--- src/rtl/fpw_pkg.sv ---
package fpw_pkg;
  // Source special-value convention
  typedef enum logic [1:0] {
    SPC_IEEE     = 2'd0,  // all-ones exponent: zero fraction = inf, else NaN
    SPC_NAN_ONLY = 2'd1,  // all-ones exponent and fraction = NaN, no inf
    SPC_NONE     = 2'd2   // every code is finite
  } spc_mode_e;

  typedef struct packed {
    logic is_zero;
    logic is_sub;
    logic is_inf;
    logic is_nan;
  } cls_t;
endpackage

--- src/rtl/fpw_classify.sv ---
module fpw_classify
  import fpw_pkg::*;
#(
  parameter int        EW  = 4,
  parameter int        MW  = 3,
  parameter spc_mode_e SPC = SPC_NAN_ONLY
) (
  input  logic [EW-1:0] exp_i,
  input  logic [MW-1:0] man_i,
  output cls_t          cls_o
);
  logic exp_max, exp_zero, man_zero, man_full;

  always_comb begin
    exp_max  = &exp_i;
    exp_zero = ~|exp_i;
    man_zero = ~|man_i;
    man_full = &man_i;
    cls_o.is_zero = exp_zero & man_zero;
    cls_o.is_sub  = exp_zero & ~man_zero;
    case (SPC)
      SPC_IEEE: begin
        cls_o.is_inf = exp_max & man_zero;
        cls_o.is_nan = exp_max & ~man_zero;
      end
      SPC_NAN_ONLY: begin
        cls_o.is_inf = 1'b0;
        cls_o.is_nan = exp_max & man_full;
      end
      default: begin
        cls_o.is_inf = 1'b0;
        cls_o.is_nan = 1'b0;
      end
    endcase
  end
endmodule

--- src/rtl/fpw_lead_one.sv ---
// Shift distance that moves the highest set bit just past the MSB.
module fpw_lead_one #(
  parameter int W  = 3,
  parameter int PW = $clog2(W + 1)
) (
  input  logic [W-1:0]  vec_i,
  output logic [PW-1:0] shl_o
);
  always_comb begin
    shl_o = '0;
    for (int i = 0; i < W; i++) begin
      if (vec_i[i]) shl_o = PW'(W - i);
    end
  end
endmodule

--- src/rtl/fpw_subnorm.sv ---
module fpw_subnorm #(
  parameter int SEW = 4,
  parameter int SMW = 3,
  parameter int DEW = 8,
  parameter int DMW = 23
) (
  input  logic [SMW-1:0] man_i,
  output logic [DEW-1:0] exp_o,
  output logic [DMW-1:0] man_o
);
  localparam int BS  = (1 << (SEW - 1)) - 1;
  localparam int BD  = (1 << (DEW - 1)) - 1;
  localparam int PAD = DMW - SMW;
  localparam int PW  = $clog2(SMW + 1);

  generate
    if (SEW == DEW) begin : g_same
      // Same bias: value keeps its subnormal encoding
      assign exp_o = '0;
      assign man_o = DMW'(man_i) << PAD;
    end else begin : g_norm
      logic [PW-1:0]  shl;
      logic [SMW-1:0] man_sh;
      fpw_lead_one #(.W(SMW), .PW(PW)) u_lz (.vec_i(man_i), .shl_o(shl));
      assign man_sh = man_i << shl;  // hidden one drops off the top
      assign exp_o  = DEW'(BD - BS + 1) - DEW'(shl);
      assign man_o  = DMW'(man_sh) << PAD;
    end
  endgenerate
endmodule

--- src/rtl/fpw_widen.sv ---
module fpw_widen
  import fpw_pkg::*;
#(
  parameter int        SRC_EXP_W = 4,
  parameter int        SRC_MAN_W = 3,
  parameter spc_mode_e SRC_SPC   = SPC_NAN_ONLY,
  parameter int        DST_EXP_W = 8,
  parameter int        DST_MAN_W = 23,
  localparam int       SW        = 1 + SRC_EXP_W + SRC_MAN_W,
  localparam int       DW        = 1 + DST_EXP_W + DST_MAN_W
) (
  input  logic          clk,
  input  logic          rst,
  input  logic          in_valid,
  input  logic [SW-1:0] in_word,
  output logic          out_valid,
  output logic [DW-1:0] out_word
);
  localparam int BS  = (1 << (SRC_EXP_W - 1)) - 1;
  localparam int BD  = (1 << (DST_EXP_W - 1)) - 1;
  localparam int PAD = DST_MAN_W - SRC_MAN_W;

  logic                 s_sign;
  logic [SRC_EXP_W-1:0] s_exp;
  logic [SRC_MAN_W-1:0] s_man;
  cls_t                 cls;
  logic [DST_EXP_W-1:0] sub_exp, nrm_exp;
  logic [DST_MAN_W-1:0] sub_man, nrm_man;
  logic [DW-1:0]        res;

  assign {s_sign, s_exp, s_man} = in_word;

  fpw_classify #(.EW(SRC_EXP_W), .MW(SRC_MAN_W), .SPC(SRC_SPC)) u_cls (
    .exp_i(s_exp), .man_i(s_man), .cls_o(cls)
  );

  fpw_subnorm #(.SEW(SRC_EXP_W), .SMW(SRC_MAN_W), .DEW(DST_EXP_W), .DMW(DST_MAN_W)) u_sub (
    .man_i(s_man), .exp_o(sub_exp), .man_o(sub_man)
  );

  assign nrm_exp = DST_EXP_W'(s_exp) + DST_EXP_W'(BD - BS);
  assign nrm_man = DST_MAN_W'(s_man) << PAD;

  always_comb begin
    if (cls.is_nan)
      res = {s_sign, {DST_EXP_W{1'b1}}, 1'b1, {(DST_MAN_W-1){1'b0}}};
    else if (cls.is_inf)
      res = {s_sign, {DST_EXP_W{1'b1}}, {DST_MAN_W{1'b0}}};
    else if (cls.is_zero)
      res = {s_sign, {(DW-1){1'b0}}};
    else if (cls.is_sub)
      res = {s_sign, sub_exp, sub_man};
    else
      res = {s_sign, nrm_exp, nrm_man};
  end

  always_ff @(posedge clk) begin
    if (rst) begin
      out_valid <= 1'b0;
      out_word  <= '0;
    end else begin
      out_valid <= in_valid;
      if (in_valid) out_word <= res;
    end
  end
endmodule

--- config.mk ---
export PLATFORM = sky130hd
export DESIGN_NAME = fpw_widen
export DESIGN_NICKNAME = d
export VERILOG_FILES = /design/src/rtl/fpw_pkg.sv /design/src/rtl/fpw_classify.sv /design/src/rtl/fpw_lead_one.sv /design/src/rtl/fpw_subnorm.sv /design/src/rtl/fpw_widen.sv
export SDC_FILE = /design/constraint.sdc
export NUM_CORES = 1
export LEC_CHECK = 0
export BUFFER_PORTS_ARGS = -buffer_cell sky130_fd_sc_hd__buf_4
export CAP_MARGIN = 20
export CORE_AREA = 3 3 45 47
export CTS_CLUSTER_DIAMETER = 30
export DETAILED_ROUTE_END_ITERATION = 8
export DIE_AREA = 0 0 48 50
export PLACE_DENSITY = 0.71
export SYNTH_ARGS = -nofsm -noshare
export SYNTH_HDL_FRONTEND = slang
export SYNTH_SLANG_ARGS = --single-unit
--- constraint.sdc ---
create_clock -name clk -period 1.15 [get_ports clk]
set_input_delay 0.0575 -clock clk [delete_from_list [all_inputs] [get_ports clk]]
set_output_delay 0.0575 -clock clk [all_outputs]
set_load 0.02 [all_outputs]
== Yosys cells after proc, flatten, opt, wreduce, memory -nomap -nowiden ==
Index checks and enable logic that the tools add are counted.

* Output and inout port bits: 33
* Word-level logic and storage cells: 20
* ROM bits: 0
* Bits of input ports: 11
* Memories kept: 0
* Latch bits: 0
* Bits in writable memories: 0
* Bits in registers: 33

* Equality and inequality tests: 0
* Magnitude comparators: 0
* Multiply operators: 0
* Div/mod/pow operators: 0
* Reductions and logical operators: 6
* Bitwise logic cells: 3
* Shifts and indexed selects: 1
* Mux-type cells: 6
* $add $sub $neg: 2

{| class="wikitable"
|+ Operators by type and width
! kind !! number
|-
| two-way mux 31 bit || 3
|-
| adder 4 x 7 -> 8 bit (second input constant) || 1
|-
| subtractor 7 x 2 -> 8 bit (first input constant) || 1
|-
| two-way mux 2 bit || 3
|-
| AND reduction 4 bit || 1
|-
| OR reduction 4 bit || 1
|-
| AND 1 bit || 3
|-
| AND reduction 3 bit || 1
|-
| OR reduction 3 bit || 1
|-
| << shifter 3 x 2 -> 3 bit || 1
|-
| zero test 1 bit || 2
|}

== Depth between registers and ports, before layout ==
Gate-level depths: netlist of the first run.

* Word-level depth: 7
* Depth in mapped cells: 4
* Gate-level depth less buffers: 3

== Modules after synthesis ==
A second synthesis of the first run with hierarchy kept.

* Cells, all modules: 182
* Area total of the unflattened synthesis: 1,632.8 µm²

{| class="wikitable"
|+ By module, submodules not included
! module !! area each (µm²) !! cells an instance !! seq. area each (µm²) !! instances
|-
| fpw_widen || 1,316.3 || 134 || 660.6 || 1
|-
| fpw_subnorm || 245.2 || 35 || 0.0 || 1
|-
| fpw_classify || 52.6 || 9 || 0.0 || 1
|-
| fpw_lead_one || 18.8 || 4 || 0.0 || 1
|}

== Worst setup path after synthesis of the first run ==
Ideal clock, no wire load.

* Path kind: in2reg
* Start point: input in_word[6]
* End point: register out_word[29]
* Path buffers: 0
* Data arrival time: 0.924 ns
* Cell stages on the path: 3
* Library setup time: 0.134 ns
* Path slack: 0.093 ns
* Cells stage by stage: or4_4 o41ai_1 a211oi_1

* Word-level cells in the longest chain between the ends: 6

{| class="wikitable"
|+ Ends and longest elaborated chain
! what !! RTL line !! text
|-
| from (decl) || fpw_widen.sv:15 || <nowiki>input logic [SW-1:0] in_word,</nowiki>
|-
| parallel branches: the longest is 5 deep, another holds adder 4 x 7 -> 8 bit || -- ||
|-
| two-way mux 31 bit (*) || fpw_widen.sv:45 || <nowiki>if (cls.is_nan)</nowiki>
|-
| to (signal assigned) || fpw_widen.sv:63 || <nowiki>if (in_valid) out_word <= res;</nowiki>
|-
| to (decl) || fpw_widen.sv:17 || <nowiki>output logic [DW-1:0] out_word</nowiki>
|}

Mark *: on every way between the ends.
A chain may end at the register's enable or synchronous reset.

== Worst setup path after layout of the first run ==
Ends and elaborated chain as after synthesis.

==> results of run 1 <==
## state kept, by name, summed over array words and instances, names as in the netlist
name	flops
out_word	10
out_valid	1
## layer usage
metal,vias to the layer above,global-route usage
met4,0,0.05381
met2,27,0.1542
met1,247,0.1569
met3,2,0.03650
li1,273,-
met5,-,0
## kinds of logic after synthesis
logic type	count (synthesis)	synth area share
other	1	0.005720
and+or+nand+nor	15	0.1298
muxes	3	0.04580
DFF	11	0.3359
buffers and inverters	30	0.2977
AOI/OAI and AO/OA	16	0.1851
## Yosys cell counts
library cell                n
sky130_fd_sc_hd__buf_4     22
sky130_fd_sc_hd__dfxtp_1   11
sky130_fd_sc_hd__nor2_1     8
sky130_fd_sc_hd__inv_1      6
sky130_fd_sc_hd__a211oi_1   3
sky130_fd_sc_hd__mux2i_1    3
sky130_fd_sc_hd__a311oi_1   2
sky130_fd_sc_hd__clkbuf_1   2
sky130_fd_sc_hd__o21ai_0    2
sky130_fd_sc_hd__o32ai_1    2
sky130_fd_sc_hd__a21oi_1    1
sky130_fd_sc_hd__a31oi_1    1
sky130_fd_sc_hd__a41o_1     1
sky130_fd_sc_hd__and2_1     1
sky130_fd_sc_hd__conb_1     1
sky130_fd_sc_hd__nand3_1    1
sky130_fd_sc_hd__nand4_1    1
sky130_fd_sc_hd__nor2b_1    1
sky130_fd_sc_hd__nor3b_1    1
sky130_fd_sc_hd__nor4_2     1
sky130_fd_sc_hd__o211ai_1   1
sky130_fd_sc_hd__o21a_1     1
sky130_fd_sc_hd__o221ai_1   1
sky130_fd_sc_hd__o41ai_1    1
sky130_fd_sc_hd__or4_4      1
## worst max-delay path, delay by kind of cell
family	cells	cell delay, ns
AOI/OAI and AO/OA	2	0.39
buffers and inverters	1	0.12
and+or+nand+nor	1	0.55
## per-stage QoR
step / instances / hold slack (ns)
final: 118 / 0.03427
after detailed placement: 114 / 0.3121
after global placement: 114 / 0.2928
after CTS: 118 / 0.03351
after global routing: 118 / 0.03684
after floorplan: 95 / 0.1376
## power by group
part	leakage (nW)	internal [mW]	total, mW	switching (mW)
registers	0.0913	0.407	0.421	0.0138
clock network	0.0150	0.134	0.262	0.128
logic	0.290	0.0946	0.261	0.167
total	0.397	0.635	0.944	0.309
## path summary, 6_finish.rpt
path,startpoint,end
min,in_word[7],out_word[31]
max,in_word[6],out_word[29]
min reg2reg,out_word[21],out_word[21]
max reg2reg,out_word[20],out_word[20]
## final cells by class
cell class | count | area share
clock buffer | 4 | 0.03297
inverter | 6 | 0.02826
multi-input combinational | 54 | 0.3909
sequential | 11 | 0.2763
tap | 17 | 0.02669
timing repair buffer | 26 | 0.2449
==> impl_metrics.sql, run 1 <==
INSERT INTO impl_metrics (metric_group, metric, value, unit) VALUES
('yosys', 'ys_ff_latch', '11', ''),
('yosys', 'synth_top_area_share', '0.3359', ''),
('yosys', 'synthesis.area', '655.6', 'um2'),
('critical_path', 'critical-path-slowest-cell', 'sky130_fd_sc_hd__or4_4', ''),
('status', 'outcome', 'complete, no violations', ''),
('clocking', 'worstSkewPairLatency', '0.26', 'ns'),
('job', 'maxCapViolCount', '0', ''),
('grt', 'grt_pass1_vias', '455', ''),
('power_and_ir_drop', 'power.density', '1185', 'mW/mm2'),
('clocking', 'tritoncts_clock_tree', 'built', ''),
('critical_path', 'cp.arrival', '1.12', 'ns'),
('die', 'fp.dieH', '50', 'um'),
('die', 'initial_utilization', '0.3881', ''),
('sta', 'finalHoldViolCount', '0', ''),
('yosys', 'synth_area_leaders', 'sky130_fd_sc_hd__dfxtp_1 34%, sky130_fd_sc_hd__buf_4 25%, sky130_fd_sc_hd__mux2i_1 4.6%, sky130_fd_sc_hd__nor2_1 4.6%, sky130_fd_sc_hd__a211oi_1 3.4%', ''),
('cells_and_area', 'layout.cell_area.non_filler', '797.0', 'um2'),
('clocking', 'cts_inserted_buffers', '3', ''),
('cells_and_area', 'antenna-diode-count', '0', ''),
('critical_path', 'r2r_cells', '2', ''),
('cells_and_area', 'final_util', '0.4719', ''),
('route', 'route.detailed.vias_per_inst', '4.653', ''),
('yosys', 'yosys.area.top_type', 'sky130_fd_sc_hd__dfxtp_1', ''),
('sta', 'layout_setup_ws', '0.1765', 'ns'),
('yosys', 'netlist-cell-type-count', '25', ''),
('power_and_ir_drop', 'vdd_ir_drop_max', '0.0004990', 'V'),
('critical_path', 'setup.worst_path.class', 'input port to flip-flop', ''),
('placement', 'place_congestion', '0.7300', ''),
('yosys', 'synth_area_per_cell', '8.627', 'um2'),
('sta', 'final.period_utilization', '0.8465', ''),
('sta', 'setup-tns-final', '0', 'ns'),
('route', 'm1WireLength', '580', 'um'),
('clocking', 'cts_root_buf', 'sky130_fd_sc_hd__clkbuf_4', ''),
('sta', 'fmax', '1027', 'MHz'),
('grt', 'grt_pass1_wl', '1994', 'um'),
('die', 'rows', '15', ''),
('route', 'met3_wirelength', '101', 'um'),
('route', 'route.met2.wl', '622', 'um'),
('route', 'routed_wire_length_per_instance', '11.17', 'um'),
('die', 'fp.dieW', '48', 'um'),
('clocking', 'path_clk_slew', '0.07', 'ns'),
('clocking', 'postCtsSetupRepairBufs', '0', ''),
('critical_path', 'reg2reg_setup_slack', '0.40', 'ns'),
('route', 'drtIter0Drc', '8', ''),
('route', 'antenna_violating_nets_post_route', '0', ''),
('hold_path', 'timing.hold.worst_path_depth', '3', ''),
('critical_path', 'critical_path_data_required_time', '1.29', 'ns'),
('cells_and_area', 'final_layout_size_suffix_gt1_frac', '0.3069', ''),
('placement', 'place_worst_setup_slack', '-0.1073', 'ns'),
('route', 'routed-via-count', '549', ''),
('cells_and_area', 'mostFrequentLayoutCell', 'sky130_fd_sc_hd__buf_4', ''),
('clocking', 'clkSinkCount', '11', ''),
('critical_path', 'critical_path_peak_fanout', '4', ''),
('route', 'drt_drc_violations_left', '0', ''),
('sta', 'final.min_clock_period', '0.9735', 'ns'),
('power_and_ir_drop', 'final_power', '944.2', 'uW'),
('yosys', 'ys_warn_count', '0', ''),
('die', 'i_o_pin_total', '44', ''),
('clocking', 'post_cts.resized_instances', '0', ''),
('cells_and_area', 'finish.net_count', '113', ''),
('yosys', 'syn_inst', '76', ''),
('critical_path', 'critical_path.endpoint_type', 'flip-flop', ''),
('grt', 'maximum_number_of_pins_on_one_net_before_global_route_repair', '17', ''),
('clocking', 'cts-root-to-sink-buffers', '2', ''),
('critical_path', 'startpoint_type', 'input port', ''),
('sta', 'setup-violations-final', '0', ''),
('cells_and_area', 'layout_common_cells', '26 x sky130_fd_sc_hd__buf_4, 20 x sky130_fd_sc_hd__conb_1, 11 x sky130_fd_sc_hd__dfxtp_1', ''),
('die', 'floorplan.core_area', '0.001689', 'mm2'),
('grt', 'grt_remaining_overflow', '0', ''),
('sta', 'unrepaired_setup_endpoints_after_global_routing', 'no', ''),
('route', 'number_of_search_and_repair_iterations_in_the_first_detailed_routing_pass', '4', ''),
('clocking', 'cts_htree_levels', '1', '');
(Power assumes the default switching activity.)
==> run 2, diff against run 1 <==
==> constraint.sdc (replaced) <==
create_clock -name clk -period 0.9 [get_ports clk]
set_input_delay 0.045 -clock clk [delete_from_list [all_inputs] [get_ports clk]]
set_output_delay 0.045 -clock clk [all_outputs]
set_load 0.02 [all_outputs]
==> impl_metrics.sql, run 2 (synthesized netlist as in run 1, its figures left out) <==
INSERT INTO impl_metrics (metric_group, metric, value, unit) VALUES
('grt', 'grt_most_used_layer', 'met2', ''),
('die', 'initial_utilization', '0.3881', ''),
('sta', 'finalHoldViolCount', '0', ''),
('grt', 'grt_use_met1', '0.1601', ''),
('critical_path', 'cpPeakStageDelay', '0.57', 'ns'),
('power_and_ir_drop', 'power.share.combinational', '0.294', ''),
('clocking', 'cts-root-to-sink-buffers', '2', ''),
('sta', 'finalMaxSlewViolations', '0', ''),
('hold_path', 'min-delay-path-class', 'input port to flip-flop', ''),
('job', 'maxCapViolCount', '0', ''),
('critical_path', 'critical-path-slowest-cell', 'sky130_fd_sc_hd__or4_4', ''),
('route', 'drtIter0Drc', '12', ''),
('power_and_ir_drop', 'leakagePower', '0.4255', 'nW'),
('critical_path', 'setup.worst_path.class', 'input port to flip-flop', ''),
('clocking', 'cts_inserted_buffers', '3', ''),
('grt', 'antenna_found_initial', '0', ''),
('critical_path', 'critical_path_peak_fanout', '4', ''),
('route', 'route.detailed.vias_per_inst', '4.860', ''),
('grt', 'grt_use_met3', '0.02555', ''),
('cells_and_area', 'filler_cell_count', '162', ''),
('critical_path', 'cp.arrival', '1.06', 'ns'),
('die', 'i_o_pin_total', '44', ''),
('die', 'floorplan.core_area', '0.001689', 'mm2'),
('clocking', 'path_clk_slew', '0.07', 'ns'),
('grt', 'maximum_number_of_pins_on_one_net_before_global_route_repair', '17', ''),
('die', 'rows', '15', ''),
('sta', 'final.min_clock_period', '0.9160', 'ns'),
('placement', 'detailed_place_hpwl', '1130', 'um'),
('cells_and_area', 'finish.net_count', '116', ''),
('grt', 'grt_pass1_vias', '535', ''),
('route', 'antenna_violating_nets_post_route', '0', ''),
('power_and_ir_drop', 'final_power', '1.237', 'mW'),
('cells_and_area', 'registers.top_by_ff_count', 'out_word', ''),
('power_and_ir_drop', 'switching_share', '0.3299', ''),
('route', 'routed-via-count', '588', ''),
('cells_and_area', 'mostFrequentLayoutCell', 'sky130_fd_sc_hd__buf_4', ''),
('sta', 'final.period_utilization', '1.018', ''),
('route', 'drt_drc_violations_left', '0', ''),
('sta', 'worst_clock_skew', '0', 'ns'),
('power_and_ir_drop', 'vdd_ir_drop_max', '0.0007347', 'V'),
('sta', 'fmax', '1092', 'MHz'),
('placement', 'place_congestion', '0.7872', ''),
('status', 'outcome', 'finished with violations', ''),
('power_and_ir_drop', 'share_seq_of_total_power', '0.436', ''),
('power_and_ir_drop', 'internal_power', '829.0', 'uW'),
('cells_and_area', 'largest_register_ffs', '10', ''),
('status', 'violations', 'setup timing', ''),
('power_and_ir_drop', 'switching_power', '408.1', 'uW'),
('cells_and_area', 'final_util', '0.5081', ''),
('route', 'postRouteWirelength', '1440', 'um'),
('power_and_ir_drop', 'power.density', '1441', 'mW/mm2'),
('die', 'fp.dieH', '50', 'um'),
('sta', 'layout_setup_ws', '-0.01598', 'ns'),
('grt', 'globalRouteTotalUtil', '0.1304', ''),
('cells_and_area', 'final_layout_size_suffix_gt1_frac', '0.3365', ''),
('cells_and_area', 'largest_registers', 'out_word: 10 flops, out_valid: 1 flops', ''),
('grt', 'grt_pass1_wl', '2311', 'um'),
('cells_and_area', 'area_delta_synth_final', '30.92', '%'),
('route', 'number_of_search_and_repair_iterations_in_the_first_detailed_routing_pass', '4', ''),
('critical_path', 'cp_cell_sequence', 'buf_8 -> or4_4 -> o41ai_4 -> a211oi_1', ''),
('die', 'design.die.area', '0.002400', 'mm2'),
('cells_and_area', 'antenna-diode-count', '0', ''),
('cells_and_area', 'layout_common_cells', '27 x sky130_fd_sc_hd__buf_4, 20 x sky130_fd_sc_hd__conb_1, 11 x sky130_fd_sc_hd__dfxtp_1', ''),
('clocking', 'cts_htree_levels', '1', ''),
('critical_path', 'critical_path_data_required_time', '1.04', 'ns'),
('die', 'fp.dieW', '48', 'um'),
('critical_path', 'reg2reg_setup_slack', '0.12', 'ns'),
('clocking', 'cts_root_buf', 'sky130_fd_sc_hd__clkbuf_4', ''),
('clocking', 'clkSinkCount', '11', ''),
('critical_path', 'critical_path.endpoint_type', 'flip-flop', ''),
('route', 'routed_wire_length_per_instance', '11.90', 'um'),
('clocking', 'tritoncts_clock_tree', 'built', ''),
('grt', 'grt_remaining_overflow', '0', ''),
('grt', 'groute.layer.met2.usage', '0.2115', ''),
('critical_path', 'startpoint_type', 'input port', ''),
('sta', 'setup-tns-final', '-0.01598', 'ns'),
('sta', 'unrepaired_setup_endpoints_after_global_routing', 'yes', ''),
('critical_path', 'timing.critical_path.max_delay_family', 'simple AND/OR/NAND/NOR gates', ''),
('placement', 'io_buffer_count', '23', ''),
('sta', 'setup-violations-final', '1', ''),
('power_and_ir_drop', 'power.share.clock', '0.269', ''),
('clocking', 'worstSkewPairLatency', '0.26', 'ns'),
('critical_path', 'crit_path_buf_inv_count', '1', '');
## run 2: cell types whose count changed in the layout (fill, tap and decap cells not counted), sizes merged
cell / previous run / this run
buf: 26 / 29
## run 2: power groups by stage
| stage | logic (mW) | clock network, mW | registers [mW] |
|---|---|---|---|
| 6_report | 0.364 | 0.333 | 0.540 |
| 3_3_place_gp | 0.347 | 0 | 0.550 |
| 3_5_place_dp | 0.351 | 0 | 0.550 |
| 5_1_grt | 0.395 | 0.365 | 0.544 |
| 2_1_floorplan | 0.232 | 0 | 0.589 |
| 4_1_cts | 0.361 | 0.335 | 0.539 |
## run 2: layout make-up
cell class,count,area (um2),share of cell area
repair buffers,29,229.0,0.2668
multi-input cells,54,339.1,0.3950
clock buffers,4,26.28,0.03061
inverters,6,22.52,0.02624
well taps,17,21.27,0.02478
flip-flops and latches,11,220.2,0.2566
## run 2: routing by layer
layer | share of wire | wire, um | up-vias
li1 | - | - | 283
met1 | 0.41 | 595 | 267
met2 | 0.49 | 701 | 34
met3 | 0.084 | 121 | 4
met4 | 0.015 | 21 | 0
met5 | 0 | 0 | -
## run 2: worst min-delay path, delay by kind of cell
kind | cells | cell delay (ns)
buffers and inverters | 1 | 0.08
muxes | 1 | 0.06
and+or+nand+nor | 1 | 0.07
## run 2: metrics by stage
| stage | area, um2 | hold WS [ns] | worst slack, ns | instances |
|---|---|---|---|---|
| final | 858.3 | 0.01974 | -0.01598 | 121 |
| after global routing | 858.3 | 0.04951 | -0.04522 | 121 |
| after CTS | 858.3 | 0.02123 | -0.01040 | 121 |
| after detailed placement | 809.5 | 0.2932 | -0.3384 | 117 |
| after global placement | 809.5 | 0.2848 | -0.2634 | 117 |
| after floorplan | 743.2 | 0.1251 | -0.1016 | 95 |
## run 2: timing repair
| item | in CTS | in global routing |
|---|---|---|
| hold buffers | 0 | 0 |
| resized for setup | 4 | 0 |
| setup buffers | 0 | 0 |
| pin swaps | 2 | 0 |
| setup endpoints to repair | 1 | 1 |
| cloned | 0 | 0 |
## run 2: path summary, 6_finish.rpt
check / to / start / cells past startpoint
worst max-delay path: out_word[29] / in_word[5] / 4
worst min-delay path: out_word[31] / in_word[7] / 3
worst max register to register: out_word[22] / out_word[22] / 2
worst min register to register: out_word[25] / out_word[25] / 2
==> run 3, diff against run 2 <==
--- a/config.mk
+++ b/config.mk
@@ -15,3 +15,4 @@
 export SYNTH_ARGS = -nofsm -noshare
 export SYNTH_HDL_FRONTEND = slang
 export SYNTH_SLANG_ARGS = --single-unit
+export TNS_END_PERCENT = 1
==> impl_metrics.sql, run 3 (synthesized netlist as in run 1, its figures left out) <==
INSERT INTO impl_metrics (metric_group, metric, value, unit) VALUES
('hold_path', 'timing.hold.worst_path_depth', '3', ''),
('sta', 'finalHoldViolCount', '0', ''),
('die', 'fp.dieH', '50', 'um'),
('power_and_ir_drop', 'power.share.combinational', '0.288', ''),
('critical_path', 'rr_endpoint', 'out_word[26]', ''),
('power_and_ir_drop', 'share_seq_of_total_power', '0.442', ''),
('die', 'design.die.area', '0.002400', 'mm2'),
('clocking', 'post_cts.resized_instances', '0', ''),
('cells_and_area', 'area_delta_synth_final', '27.86', '%'),
('clocking', 'cts_inserted_buffers', '3', ''),
('grt', 'antenna_found_initial', '0', ''),
('cells_and_area', 'registers.top_by_ff_count', 'out_word', ''),
('clocking', 'cts_root_buf', 'sky130_fd_sc_hd__clkbuf_4', ''),
('sta', 'setup-tns-final', '0', 'ns'),
('sta', 'setup-violations-final', '0', ''),
('hold_path', 'hold_path_startpoint', 'in_word[7]', ''),
('grt', 'grt_pass1_vias', '537', ''),
('sta', 'final.period_utilization', '0.9619', ''),
('placement', 'io_buffer_count', '23', ''),
('route', 'routed_wire_length_per_instance', '11.70', 'um'),
('die', 'i_o_pin_total', '44', ''),
('die', 'rows', '15', ''),
('critical_path', 'setup.worst_path.class', 'input port to flip-flop', ''),
('power_and_ir_drop', 'internal_power', '823.8', 'uW'),
('critical_path', 'regToRegStartpoint', 'out_word[26]', ''),
('placement', 'place_congestion', '0.8086', ''),
('hold_path', 'min-delay-path-class', 'input port to flip-flop', ''),
('route', 'm1WireLength', '570', 'um'),
('cells_and_area', 'mostFrequentLayoutCell', 'sky130_fd_sc_hd__buf_4', ''),
('power_and_ir_drop', 'switching_share', '0.3239', ''),
('cells_and_area', 'final_util', '0.4963', ''),
('power_and_ir_drop', 'power.density', '1454', 'mW/mm2'),
('placement', 'detailed_place_hpwl', '1072', 'um'),
('clocking', 'worstSkewPairLatency', '0.27', 'ns'),
('grt', 'grt_pass1_wl', '2366', 'um'),
('clocking', 'tritoncts_clock_tree', 'built', ''),
('status', 'outcome', 'complete, no violations', ''),
('route', 'antenna_violating_nets_post_route', '0', ''),
('clocking', 'cts-root-to-sink-buffers', '2', ''),
('job', 'maxCapViolCount', '0', ''),
('critical_path', 'startpoint_type', 'input port', ''),
('route', 'postRouteWirelength', '1428', 'um'),
('clocking', 'cts_htree_levels', '1', ''),
('sta', 'finalMaxSlewViolations', '0', ''),
('grt', 'maximum_number_of_pins_on_one_net_before_global_route_repair', '17', ''),
('critical_path', 'reg2reg_setup_slack', '0.16', 'ns'),
('clocking', 'path_clk_slew', '0.07', 'ns'),
('critical_path', 'r2r_cells', '2', ''),
('route', 'route.detailed.vias_per_inst', '4.639', ''),
('die', 'fp.dieW', '48', 'um'),
('route', 'met3_wirelength', '108', 'um'),
('route', 'drt_drc_violations_left', '0', ''),
('die', 'initial_utilization', '0.3881', ''),
('cells_and_area', 'largest_register_ffs', '10', ''),
('cells_and_area', 'layout_common_cells', '29 x sky130_fd_sc_hd__buf_4, 20 x sky130_fd_sc_hd__conb_1, 11 x sky130_fd_sc_hd__dfxtp_1', ''),
('sta', 'unrepaired_setup_endpoints_after_global_routing', 'no', ''),
('critical_path', 'critical_path_peak_fanout', '4', ''),
('clocking', 'postCtsSetupRepairBufs', '0', ''),
('cells_and_area', 'final_layout_size_suffix_gt1_frac', '0.3429', ''),
('critical_path', 'cp.arrival', '1.02', 'ns'),
('clocking', 'cts-hold-fix-buffers', '0', ''),
('route', 'route.met2.wl', '735', 'um'),
('route', 'number_of_search_and_repair_iterations_in_the_first_detailed_routing_pass', '4', ''),
('cells_and_area', 'largest_registers', 'out_word: 10 flops, out_valid: 1 flops', ''),
('hold_path', 'min_to', 'out_word[31]', ''),
('critical_path', 'critical_path.endpoint_type', 'flip-flop', ''),
('sta', 'worst_clock_skew', '0', 'ns'),
('power_and_ir_drop', 'power.share.clock', '0.271', ''),
('cells_and_area', 'antenna-diode-count', '0', ''),
('route', 'top_layer', 'met4', ''),
('power_and_ir_drop', 'final_power', '1.219', 'mW'),
('grt', 'globalRouteTotalUtil', '0.1387', ''),
('power_and_ir_drop', 'leakagePower', '0.4204', 'nW'),
('critical_path', 'critical_path_data_required_time', '1.05', 'ns'),
('clocking', 'clkSinkCount', '11', ''),
('placement', 'dpl-instance-area', '808.3', 'um2'),
('route', 'drtIter0Drc', '6', ''),
('power_and_ir_drop', 'vdd_ir_drop_max', '0.0009003', 'V'),
('power_and_ir_drop', 'switching_power', '394.7', 'uW'),
('sta', 'fmax', '1155', 'MHz'),
('sta', 'final.min_clock_period', '0.8657', 'ns'),
('route', 'routed-via-count', '566', ''),
('grt', 'grt_remaining_overflow', '0', ''),
('cells_and_area', 'finish.net_count', '117', ''),
('cells_and_area', 'layout.cell_area.non_filler', '838.3', 'um2'),
('die', 'floorplan.core_area', '0.001689', 'mm2');
[run 3: cell count changes in the layout (fill, tap and decap cells not counted)]
cell,delta
sky130_fd_sc_hd__buf_4,+2
sky130_fd_sc_hd__buf_8,-1
sky130_fd_sc_hd__nor4_2,+1
sky130_fd_sc_hd__nor4_4,-1
sky130_fd_sc_hd__o41ai_2,+1
sky130_fd_sc_hd__o41ai_4,-1
[run 3: worst max path at each step]
stage / cells past startpoint / end / slack, ns / start
2_1_floorplan: 3 / out_word[29] / -0.10 / in_word[6]
6_report: 4 / out_word[29] / 0.03 / in_word[3]
4_1_cts: 4 / out_word[29] / 0.03 / in_word[6]
5_1_grt: 1 / out_word[27] / 0.004 / out_word[29]
3_3_place_gp: 4 / out_word[29] / -0.25 / in_word[6]
3_5_place_dp: 4 / out_word[29] / -0.26 / in_word[6]
[run 3: cell type report]
| cell class | count | area, um2 |
|---|---|---|
| clock buffers | 4 | 26.28 |
| fillers | 171 | 850.8 |
| inverters | 6 | 22.52 |
| multi-input cells | 54 | 319.1 |
| flip-flops and latches | 11 | 220.2 |
| well taps | 17 | 21.27 |
| repair buffers | 30 | 229.0 |
[run 3: power groups by stage]
stage	registers [mW]	logic [mW]	clock network, mW
2_1_floorplan	0.589	0.231	0
3_3_place_gp	0.548	0.342	0
3_5_place_dp	0.549	0.346	0
4_1_cts	0.539	0.349	0.350
5_1_grt	0.542	0.383	0.373
6_report	0.538	0.350	0.330
[run 3: worst max-delay path, stage by stage]
cell and delay [ns]:
sky130_fd_sc_hd__buf_4 0.12, sky130_fd_sc_hd__or4_4 0.54, sky130_fd_sc_hd__o41ai_2 0.21, sky130_fd_sc_hd__a211oi_1 0.10
[run 3: routing by layer]
layer	up-vias	GRT usage
met4	0	0.04036
met1	255	0.1535
met3	2	0.05474
met5	-	0
li1	282	-
met2	27	0.2335
[run 3: stage by stage]
stage,instances,setup slack [ns],hold WS [ns]
CTS,122,0.02769,0.01389
detailed placement,118,-0.2643,0.2934
floorplan,95,-0.1016,0.1251
global placement,118,-0.2492,0.2802
finish,122,0.03428,0.01960
global route,122,0.003575,0.04209
